===== config.mk =====
export PLATFORM = sky130hd
export DESIGN_NAME = regalu_core
export DESIGN_NICKNAME = d
export VERILOG_FILES = /design/src/rtl/regalu_pkg.sv /design/src/rtl/regalu_regbank.sv /design/src/rtl/regalu_opunits.sv /design/src/rtl/regalu_resmux.sv /design/src/rtl/regalu_core.sv
export SDC_FILE = /design/constraint.sdc
export NUM_CORES = 1
export LEC_CHECK = 0
export CAP_MARGIN = 15
export CELL_PAD_IN_SITES_DETAIL_PLACEMENT = 0
export CELL_PAD_IN_SITES_GLOBAL_PLACEMENT = 1
export CORE_ASPECT_RATIO = 0.6
export CORE_MARGIN = 1
export CORE_UTILIZATION = 40
export CTS_CLUSTER_DIAMETER = 100
export DETAILED_ROUTE_END_ITERATION = 8
export GPL_ROUTABILITY_DRIVEN = 0
export GPL_TIMING_DRIVEN = 0
export PLACE_DENSITY_LB_ADDON = 0.1
export SYNTH_ARGS = -nofsm -noshare
export SYNTH_HDL_FRONTEND = slang
export SYNTH_SLANG_ARGS = --single-unit

===== constraint.sdc =====
create_clock -name clk -period 32.5 [get_ports clk]
set_input_delay 3.25 -clock clk [delete_from_list [all_inputs] [get_ports clk]]
set_output_delay 3.25 -clock clk [all_outputs]
set_load 0.01 [all_outputs]

===== src/rtl/regalu_pkg.sv =====
`timescale 1ns/1ps
package regalu_pkg;

   typedef enum logic [1:0] {
      OP_ADD = 2'b00,
      OP_SUB = 2'b01,
      OP_AND = 2'b10,
      OP_DIV = 2'b11
   } alu_op_e;

   localparam int OP_COUNT = 4;
   localparam int OP_SEL_W = 2;

endpackage


===== src/rtl/regalu_regbank.sv =====
`timescale 1ns/1ps
module regalu_regbank #(
   parameter int DATA_W   = 8,
   parameter int NUM_REGS = 16,
   parameter int SEL_W    = $clog2(NUM_REGS)
) (
   input  logic              clk,
   input  logic              rst_n,
   input  logic [SEL_W-1:0]  rd_a_sel_i,
   input  logic [SEL_W-1:0]  rd_b_sel_i,
   input  logic [SEL_W-1:0]  wr_sel_i,
   input  logic              wr_en_i,
   input  logic [DATA_W-1:0] wr_data_i,
   output logic [DATA_W-1:0] rd_a_data_o,
   output logic [DATA_W-1:0] rd_b_data_o
);

   localparam int FULL_DEPTH = 1 << SEL_W;

   generate
      if (NUM_REGS != FULL_DEPTH) begin : g_bad_depth
         $error("regalu_regbank: NUM_REGS must be a power of two matching SEL_W");
      end
      if (DATA_W < 2) begin : g_bad_width
         $error("regalu_regbank: DATA_W must be at least 2");
      end
   endgenerate

   logic [NUM_REGS-1:0][DATA_W-1:0] bank_w;

   generate
      for (genvar g = 0; g < NUM_REGS; g++) begin : g_reg
         logic [DATA_W-1:0] cell_q;
         logic              hit;

         assign hit = wr_en_i && (wr_sel_i == SEL_W'(g));

         always_ff @(posedge clk or negedge rst_n) begin
            if (!rst_n) begin
               cell_q <= '0;
            end else if (hit) begin
               cell_q <= wr_data_i;
            end
         end

         assign bank_w[g] = cell_q;
      end
   endgenerate

   assign rd_a_data_o = bank_w[rd_a_sel_i];
   assign rd_b_data_o = bank_w[rd_b_sel_i];

   // the addressed register holds the written data after the edge
   p_write_lands_r7: assert property (@(posedge clk) disable iff (!rst_n)
      wr_en_i |=> bank_w[$past(wr_sel_i)] == $past(wr_data_i));

   // without write enable the whole bank is unchanged
   p_idle_hold_r8: assert property (@(posedge clk) disable iff (!rst_n)
      !wr_en_i |=> $stable(bank_w));

endmodule


===== src/rtl/regalu_opunits.sv =====
`timescale 1ns/1ps
module regalu_opunits
   import regalu_pkg::*;
#(
   parameter int DATA_W = 8
) (
   input  logic              clk,
   input  logic              rst_n,
   input  alu_op_e           op_i,
   input  logic [DATA_W-1:0] a_i,
   input  logic [DATA_W-1:0] b_i,
   output logic [DATA_W-1:0] sum_o,
   output logic [DATA_W-1:0] diff_o,
   output logic [DATA_W-1:0] and_o,
   output logic [DATA_W-1:0] quot_o,
   output logic              carry_o,
   output logic              borrow_o,
   output logic              div_zero_o,
   output logic              eq_o,
   output logic              lt_o,
   output logic              gt_o
);

   localparam int EXT_W = DATA_W + 1;

   logic [EXT_W-1:0]  sum_ext;
   logic [EXT_W-1:0]  diff_ext;
   logic              b_is_zero;
   logic [DATA_W-1:0] raw_quot;

   // adder and subtractor carry one extra bit for carry and borrow
   assign sum_ext  = {1'b0, a_i} + {1'b0, b_i};
   assign diff_ext = {1'b0, a_i} - {1'b0, b_i};
   assign sum_o    = sum_ext[DATA_W-1:0];
   assign carry_o  = sum_ext[DATA_W];
   assign diff_o   = diff_ext[DATA_W-1:0];
   assign borrow_o = diff_ext[DATA_W];

   assign and_o    = a_i & b_i;

   // combinational truncating divider, saturated on a zero divisor
   assign b_is_zero = (b_i == '0);
   assign raw_quot  = b_is_zero ? '0 : (a_i / b_i);
   assign quot_o    = b_is_zero ? {DATA_W{1'b1}} : raw_quot;
   assign div_zero_o = (op_i == OP_DIV) && b_is_zero;

   // magnitude comparator, separate from the subtractor
   assign eq_o = (a_i == b_i);
   assign lt_o = (a_i <  b_i);
   assign gt_o = (a_i >  b_i);

   // exactly one relation flag is high
   p_one_relation_r6: assert property (@(posedge clk) disable iff (!rst_n)
      $countones({eq_o, lt_o, gt_o}) == 1);

   // subtractor borrow agrees with the comparator
   p_borrow_is_below_r3: assert property (@(posedge clk) disable iff (!rst_n)
      borrow_o == lt_o);

   // a carry means the wrapped sum fell below the left operand
   p_carry_wraps_r3: assert property (@(posedge clk) disable iff (!rst_n)
      carry_o == (sum_o < a_i));

endmodule


===== src/rtl/regalu_resmux.sv =====
`timescale 1ns/1ps
module regalu_resmux #(
   parameter int DATA_W     = 8,
   parameter int N_IN       = 4,
   parameter int SEL_W      = 2,
   parameter bit AND_OR_MUX = 1'b1
) (
   input  logic [N_IN-1:0][DATA_W-1:0] cand_i,
   input  logic [SEL_W-1:0]            sel_i,
   output logic [DATA_W-1:0]           y_o
);

   localparam int SEL_SPAN = 1 << SEL_W;

   generate
      if (N_IN > SEL_SPAN) begin : g_bad_sel
         $error("regalu_resmux: SEL_W too narrow for N_IN inputs");
      end

      if (AND_OR_MUX) begin : g_andor
         // decoded select lines gate each input onto a wide OR
         logic [N_IN-1:0] line;
         for (genvar g = 0; g < N_IN; g++) begin : g_line
            assign line[g] = (sel_i == SEL_W'(g));
         end
         always_comb begin
            y_o = '0;
            for (int i = 0; i < N_IN; i++) begin
               y_o = y_o | (cand_i[i] & {DATA_W{line[i]}});
            end
         end
      end else begin : g_index
         always_comb begin
            y_o = '0;
            for (int i = 0; i < N_IN; i++) begin
               if (sel_i == SEL_W'(i)) y_o = cand_i[i];
            end
         end
      end
   endgenerate

endmodule


===== src/rtl/regalu_core.sv =====
`timescale 1ns/1ps
module regalu_core
   import regalu_pkg::*;
#(
   parameter int DATA_W     = 8,
   parameter int NUM_REGS   = 16,
   parameter bit AND_OR_MUX = 1'b1,
   localparam int SEL_W     = $clog2(NUM_REGS)
) (
   input  logic              clk,
   input  logic              rst_n,
   input  logic [SEL_W-1:0]  src_a_sel_i,
   input  logic [SEL_W-1:0]  src_b_sel_i,
   input  logic [SEL_W-1:0]  dst_sel_i,
   input  logic [1:0]        op_sel_i,
   input  logic              wr_en_i,
   output logic [DATA_W-1:0] result_o,
   output logic              carry_o,
   output logic              borrow_o,
   output logic              div_zero_o,
   output logic              eq_o,
   output logic              lt_o,
   output logic              gt_o
);

   logic [DATA_W-1:0] opa, opb;
   logic [DATA_W-1:0] sum_w, diff_w, and_w, quot_w;
   logic [OP_COUNT-1:0][DATA_W-1:0] cand;
   alu_op_e op;

   assign op = alu_op_e'(op_sel_i);

   regalu_regbank #(
      .DATA_W   (DATA_W),
      .NUM_REGS (NUM_REGS),
      .SEL_W    (SEL_W)
   ) u_bank (
      .clk         (clk),
      .rst_n       (rst_n),
      .rd_a_sel_i  (src_a_sel_i),
      .rd_b_sel_i  (src_b_sel_i),
      .wr_sel_i    (dst_sel_i),
      .wr_en_i     (wr_en_i),
      .wr_data_i   (result_o),
      .rd_a_data_o (opa),
      .rd_b_data_o (opb)
   );

   regalu_opunits #(
      .DATA_W (DATA_W)
   ) u_ops (
      .clk        (clk),
      .rst_n      (rst_n),
      .op_i       (op),
      .a_i        (opa),
      .b_i        (opb),
      .sum_o      (sum_w),
      .diff_o     (diff_w),
      .and_o      (and_w),
      .quot_o     (quot_w),
      .carry_o    (carry_o),
      .borrow_o   (borrow_o),
      .div_zero_o (div_zero_o),
      .eq_o       (eq_o),
      .lt_o       (lt_o),
      .gt_o       (gt_o)
   );

   assign cand[OP_ADD] = sum_w;
   assign cand[OP_SUB] = diff_w;
   assign cand[OP_AND] = and_w;
   assign cand[OP_DIV] = quot_w;

   regalu_resmux #(
      .DATA_W     (DATA_W),
      .N_IN       (OP_COUNT),
      .SEL_W      (OP_SEL_W),
      .AND_OR_MUX (AND_OR_MUX)
   ) u_mux (
      .cand_i (cand),
      .sel_i  (op_sel_i),
      .y_o    (result_o)
   );

   // a zero divisor drives all ones through the result mux
   p_div_zero_ones_r5: assert property (@(posedge clk) disable iff (!rst_n)
      div_zero_o |-> result_o == {DATA_W{1'b1}});

   // an AND result never sets a bit absent from either operand
   p_and_subset_r4: assert property (@(posedge clk) disable iff (!rst_n)
      (op == OP_AND) |-> ((result_o & ~opa) == '0) && ((result_o & ~opb) == '0));

   // a quotient with a nonzero divisor never exceeds the dividend
   p_quot_bound_r4: assert property (@(posedge clk) disable iff (!rst_n)
      (op == OP_DIV && opb != '0) |-> result_o <= opa);

endmodule


## Word-level counts from Yosys, hierarchy flattened

Cells that the tools add are included.

- Flip-flop bits (word level): 128
- Latch bits: 0
- Bits in writable memories: 0
- Bits in read-only memories: 0
- Input port bits: 17
- Output and inout bits: 14
- Logic and storage cells: 75
- Memories kept: 0

- Add/subtract/negate cells: 2
- Multipliers: 0
- Div/mod/pow operators: 1
- Magnitude comparators: 4
- Equal/unequal tests: 19
- Shift-type cells: 0
- Mux-type cells: 5
- Bitwise logic cells: 8
- Reduce and logical (&&, ||, !) cells: 20

Operator list:

| operator | number |
|---|---|
| $bmux W8 S4 | 2 |
| $and A8 B8 Y8 | 5 |
| $eq A4 B4 Y1 const B | 8 |
| $mux W8 | 3 |
| $or A8 B8 Y8 | 3 |
| $logic_and A1 B1 Y1 | 17 |
| $eq A4 B3 Y1 const B | 4 |
| $lt A4 B5 Y1 const B | 2 |
| $add A8 B8 Y9 | 1 |
| $sub A8 B8 Y9 | 1 |
| $div A8 B8 Y8 | 1 |
| $eq A4 B2 Y1 const B | 2 |
| $eq A8 B8 Y1 | 1 |
| $gt A8 B8 Y1 | 1 |
| $logic_not A8 Y1 | 1 |
| $lt A8 B8 Y1 | 1 |
| $eq A2 B2 Y1 const B | 2 |
| $eq A4 B1 Y1 const B | 1 |
| $logic_not A4 Y1 | 1 |
| $eq A2 B1 Y1 const B | 1 |
| $logic_not A2 Y1 | 1 |

## Longest topological paths before layout

Gate-level depths: netlist (run 1).

- Word-level depth: 7
- Depth in mapped cells: 65
- Gate-level depth less buffers: 60

## Modules after synthesis

From an unflattened synthesis (run 1), not the netlist that was laid out.

- Cell total of the unflattened synthesis: 762
- Area total of the unflattened synthesis: 9365.2 um^2

By module, submodules not included:

| module | times used | cells each | area an instance (um^2) | sequential area each (um^2) |
|---|---|---|---|---|
| regalu_regbank | 1 | 434 | 6836.6 | 3203.1 |
| regalu_opunits | 1 | 318 | 2326.0 | 0.0 |
| regalu_resmux | 1 | 10 | 202.7 | 0.0 |

## Worst setup path after synthesis (run 1)

No wires, ideal clock.

- Path type: input-to-output
- Start point: in src_b_sel_i[0]
- End point: out result_o[0]
- Arrival: 14.744 ns
- Data required time: 29.250 ns
- Path slack: 14.506 ns
- Stages: 57
- Cells stage by stage: buf_4 mux4_2 nand3_1 and4_1 inv_2 or4_1 buf_2 nor3_4 nand3_1 a32oi_1 ha_1 or3_1 a32oi_1 nand2_1 a21oi_1 inv_1 ha_1 o211ai_1 (+21 left out) clkbuf_1 o21ai_0 ha_1 o21a_1 o211ai_1 a21boi_0 o31a_1 o21ai_0 clkbuf_1 mux2_2 ha_1 and2_1 o21ai_0 o21ai_0 o31a_1 o31ai_1 o211ai_2 buf_2

- Longest elaborated chain between the ends: 7
- Elaborated cells between the ends (all ways): 15
- Classes of those cells: add/sub: 2; div: 1; mux: 3; bitwise: 8; reduce/logical: 1

Ends and longest elaborated chain:

| element | line | RTL |
|---|---|---|
| start: declaration | regalu_core.sv:13 | `input logic [SEL_W-1:0] src_b_sel_i,` |
| $bmux W8 S4 * | regalu_regbank.sv:51 | `assign rd_b_data_o = bank_w[rd_b_sel_i];` |
| $mux W8 (implied by the code) * | regalu_regbank.sv:51 |  |
| parallel branches: the longest is 4 deep, another holds $div A8 B8 Y8 | n/a |  |
| $or A8 B8 Y8 * | regalu_resmux.sv:29 | `y_o = y_o \| (cand_i[i] & {DATA_W{line[i]}});` |
| end: declaration | regalu_core.sv:17 | `output logic [DATA_W-1:0] result_o,` |

Mark *: on every way between the ends. The select of a mux whose other input is x is not followed.

## Worst setup path after layout (run 1)

- Start point: in src_b_sel_i[1]
- End point: out result_o[0]

Same word-level chain as after synthesis.

==> results of run 1 <==
==> cells by family (layout without fill, tap and decap cells) <==
kind of cell,count (synthesis),count (layout)
buffers and inverters,85,144
adders and majority gates,54,54
DFF,128,128
muxes,146,146
and+or+nand+nor,237,237
AOI/OAI and AO/OA,202,202
xor gates and xnor gates,15,15
==> layer usage <==
metal / vias to the layer above / part of all wire (%) / GRT usage [%]
li1: 3346 / - / -
met1: 3774 / 48 / 40.7
met2: 344 / 41 / 37.4
met3: 36 / 9.7 / 7.17
met4: 2 / 1.3 / 6.01
met5: - / 0.18 / 3.05
==> worst min-delay path by stage <==
stage                                      endpoint  slack (ps)                      start  depth (start not counted)
after CTS                 u_bank.g_reg[2].cell_q[4]         500  u_bank.g_reg[2].cell_q[4]                          2
after floorplan           u_bank.g_reg[2].cell_q[1]         460  u_bank.g_reg[2].cell_q[1]                          2
after detailed placement  u_bank.g_reg[2].cell_q[1]         490  u_bank.g_reg[2].cell_q[1]                          2
final                     u_bank.g_reg[2].cell_q[1]         500  u_bank.g_reg[2].cell_q[1]                          2
after global routing      u_bank.g_reg[8].cell_q[7]         530  u_bank.g_reg[8].cell_q[7]                          2
after global placement    u_bank.g_reg[1].cell_q[4]         480  u_bank.g_reg[1].cell_q[4]                          2
==> stage by stage <==
stage	cell area [um^2]	setup slack [ps]	instances
floorplan	9250	14510	867
global placement	9890	10480	1200
detailed placement	9920	10330	1201
CTS	10600	10250	1233
global route	10600	9280	1234
finish	10600	9950	1234
==> worst min-delay path, cell delays in order (launching register included) <==
cell	delay, ps
dfrtp_1	350
nand2_1	50
o21ai_0	60
==> final cells by class <==
type,count,area share (%)
Timing Repair Buffer,27,2.78
Multi-Input combinational cell,654,53.9
Sequential cell,128,30.3
Buffer,54,2.21
Clock inverter,14,2.02
Clock buffer,18,4.06
Tap cell,308,3.64
Inverter,31,1.10
==> cells in the mapped netlist, types with 2 or more instances <==
cell,number
nor3_1,14
and4_4,2
nand3b_1,5
o21ai_0,63
a31oi_1,15
fa_1,2
inv_2,3
clkbuf_1,36
ha_1,52
o21a_1,13
a32oi_1,2
nor2b_1,11
o41ai_1,3
a211oi_1,5
buf_1,2
and2_1,2
o22a_1,2
o31ai_1,10
mux2i_1,8
or3_1,10
buf_2,13
mux2_1,3
nor2_1,81
a21oi_1,51
xor2_1,9
nor3b_1,3
inv_1,27
nand3_1,15
nand2b_1,9
xnor2_1,6
dfrtp_1,128
mux2_2,59
o211ai_1,3
or2_2,6
a22oi_1,3
nand2_1,68
o31a_1,2
buf_4,2
o211a_1,2
o221ai_1,2
nand4_1,6
o21bai_1,2
o22ai_1,2
mux4_2,76
a21o_1,10
==> results.ini, run 1 <==
[yosys]
synth-async-reset-ratio_pct=100
synth_nets=938
synth_compound_area_share_pct=13.7
yosysWarnings=0
synth_area_leaders=dfrtp_1 (35%), mux4_2 (18%), mux2_2 (7.2%), ha_1 (7.0%), o21ai_0 (3.4%)
yosysTopAreaCell=dfrtp_1
synth_top_area_share_pct=34.6
ys_types=64
postSynthCellCount=867
ys.flop_type=dfrtp_1
yosys.area_share.simple_pct=12.1
ys_seq_area_share_pct=34.6
synth-seq-cells=128
synth_edf_count=0
synthMuxAreaShare_pct=26.9
synth_area_mm2=0.00925
synth_xor_area_share_pct=1.42
synth_top_family_by_area=multiplexers
synthAdderAreaFrac_pct=7.46
syn-mean-instance-area_um2=10.7

[routing]
ant_nets=0
wl_per_cell_um=24.2
wl_um=29900
drt_iter0_drc=811
first_pass_iters=6
drc=0
vias=7502
avgViaCountPerCell=6.08

[worst_setup_path]
startpoint=src_b_sel_i[1]
cpMaxStageDelayCell=a311oi_1
cpMostUsedCell=ha_1
cpLargestDelayFamily=compound AO/OA/AOI/OAI gates
rr_endpoint=u_bank.g_reg[5].cell_q[0]
worstSetupPathDepth=54
crit_fanout=10
rrSetupSlack_ps=17430
critPathArrivalTime_ps=19300
crit_type=in -> out
r2r_start=u_bank.g_reg[5].cell_q[5]
cp-endpoint=result_o[0]
crit_buf_inv=10
rr_worst_depth=55
endpoint_kind=primary output
slowest_delay_ps=700
cp.required_ps=29250
worstSetupStartpointType=input pin

[clock_network]
htree_num_levels=4
cts_sinks=128
clkTransAtPathRegs_ps=60
cts-root-buf=clkbuf_16
clock_latency_ps=420
post_cts_buffers=0
post_cts_resized=0
cts.path.max_buffers=2
tritoncts=yes
cts_made_buffers=17
cts-hold-fix-buffers=0

[final_layout]
largest_reg_flops=128
drive_gt1_share_pct=21.7
nets=984
seqCellArea_mm2=0.00320
final_cell_mix=dfrtp_1 (128), nor2_1 (81), mux4_2 (76)
area_delta_synth_final_pct=14.3
final_core_util_pct=47.2
top_register=u_bank.g.cell_q
num_antenna_cells=0
top_regs=u_bank.g.cell_q (128)
nFillCells=2058
final_common_cell=dfrtp_1
multiInputGateArea_mm2=0.00570

[timing]
slew_violations=0
timing.final.crit_share_pct=69.4
hold-worst-slack_ps=499
fmax_mhz=44.3
min_period_ps=22550
setup_tns_ps=0
fin_skew_ps=12.0
setup_violations=0
rsz0062_at_grt=no
worst_pin_slew_ps=979
relSlewSlack_pct=33.0
hold_violations=0

[global_route]
grt_pass1_wl_um=46000
grt_max_degree=88
antenna_found_initial=0
gr-total-overflow=0
grt_pass1_vias=7621
grt.total_usage_pct=26.8

[floorplanning]
dieArea_mm2=0.0238
rows=42
dieHeight_um=120
start_util_pct=41.3
coreArea_mm2=0.0224
ios=31
die_w_um=198

[run]
maxCapViolCount=0

[outcome]
status=finished clean

[hold_path]
min_path_type=reg -> reg

[placement]
post-dp-hpwl_um=22300
portBuffers=25

Power of run 1 is not shown: default switching activity piles up to over one toggle a cycle in this logic, so the estimate is an artifact.
==> run 2: changes to the inputs <==
Clock period 32.5 ns to 21.9 ns, I/O delays scaled along.
==> results of run 2 <==
Same layout as run 1 (identical final DEF). Status: finished clean.
Among the figures that moved: setup slack after placement 10330 ps -> 1850 ps; setup slack after layout 9950 ps -> 1470 ps; register-to-register setup slack 17430 ps -> 6830 ps
Power of run 2 is left out for the same reason.
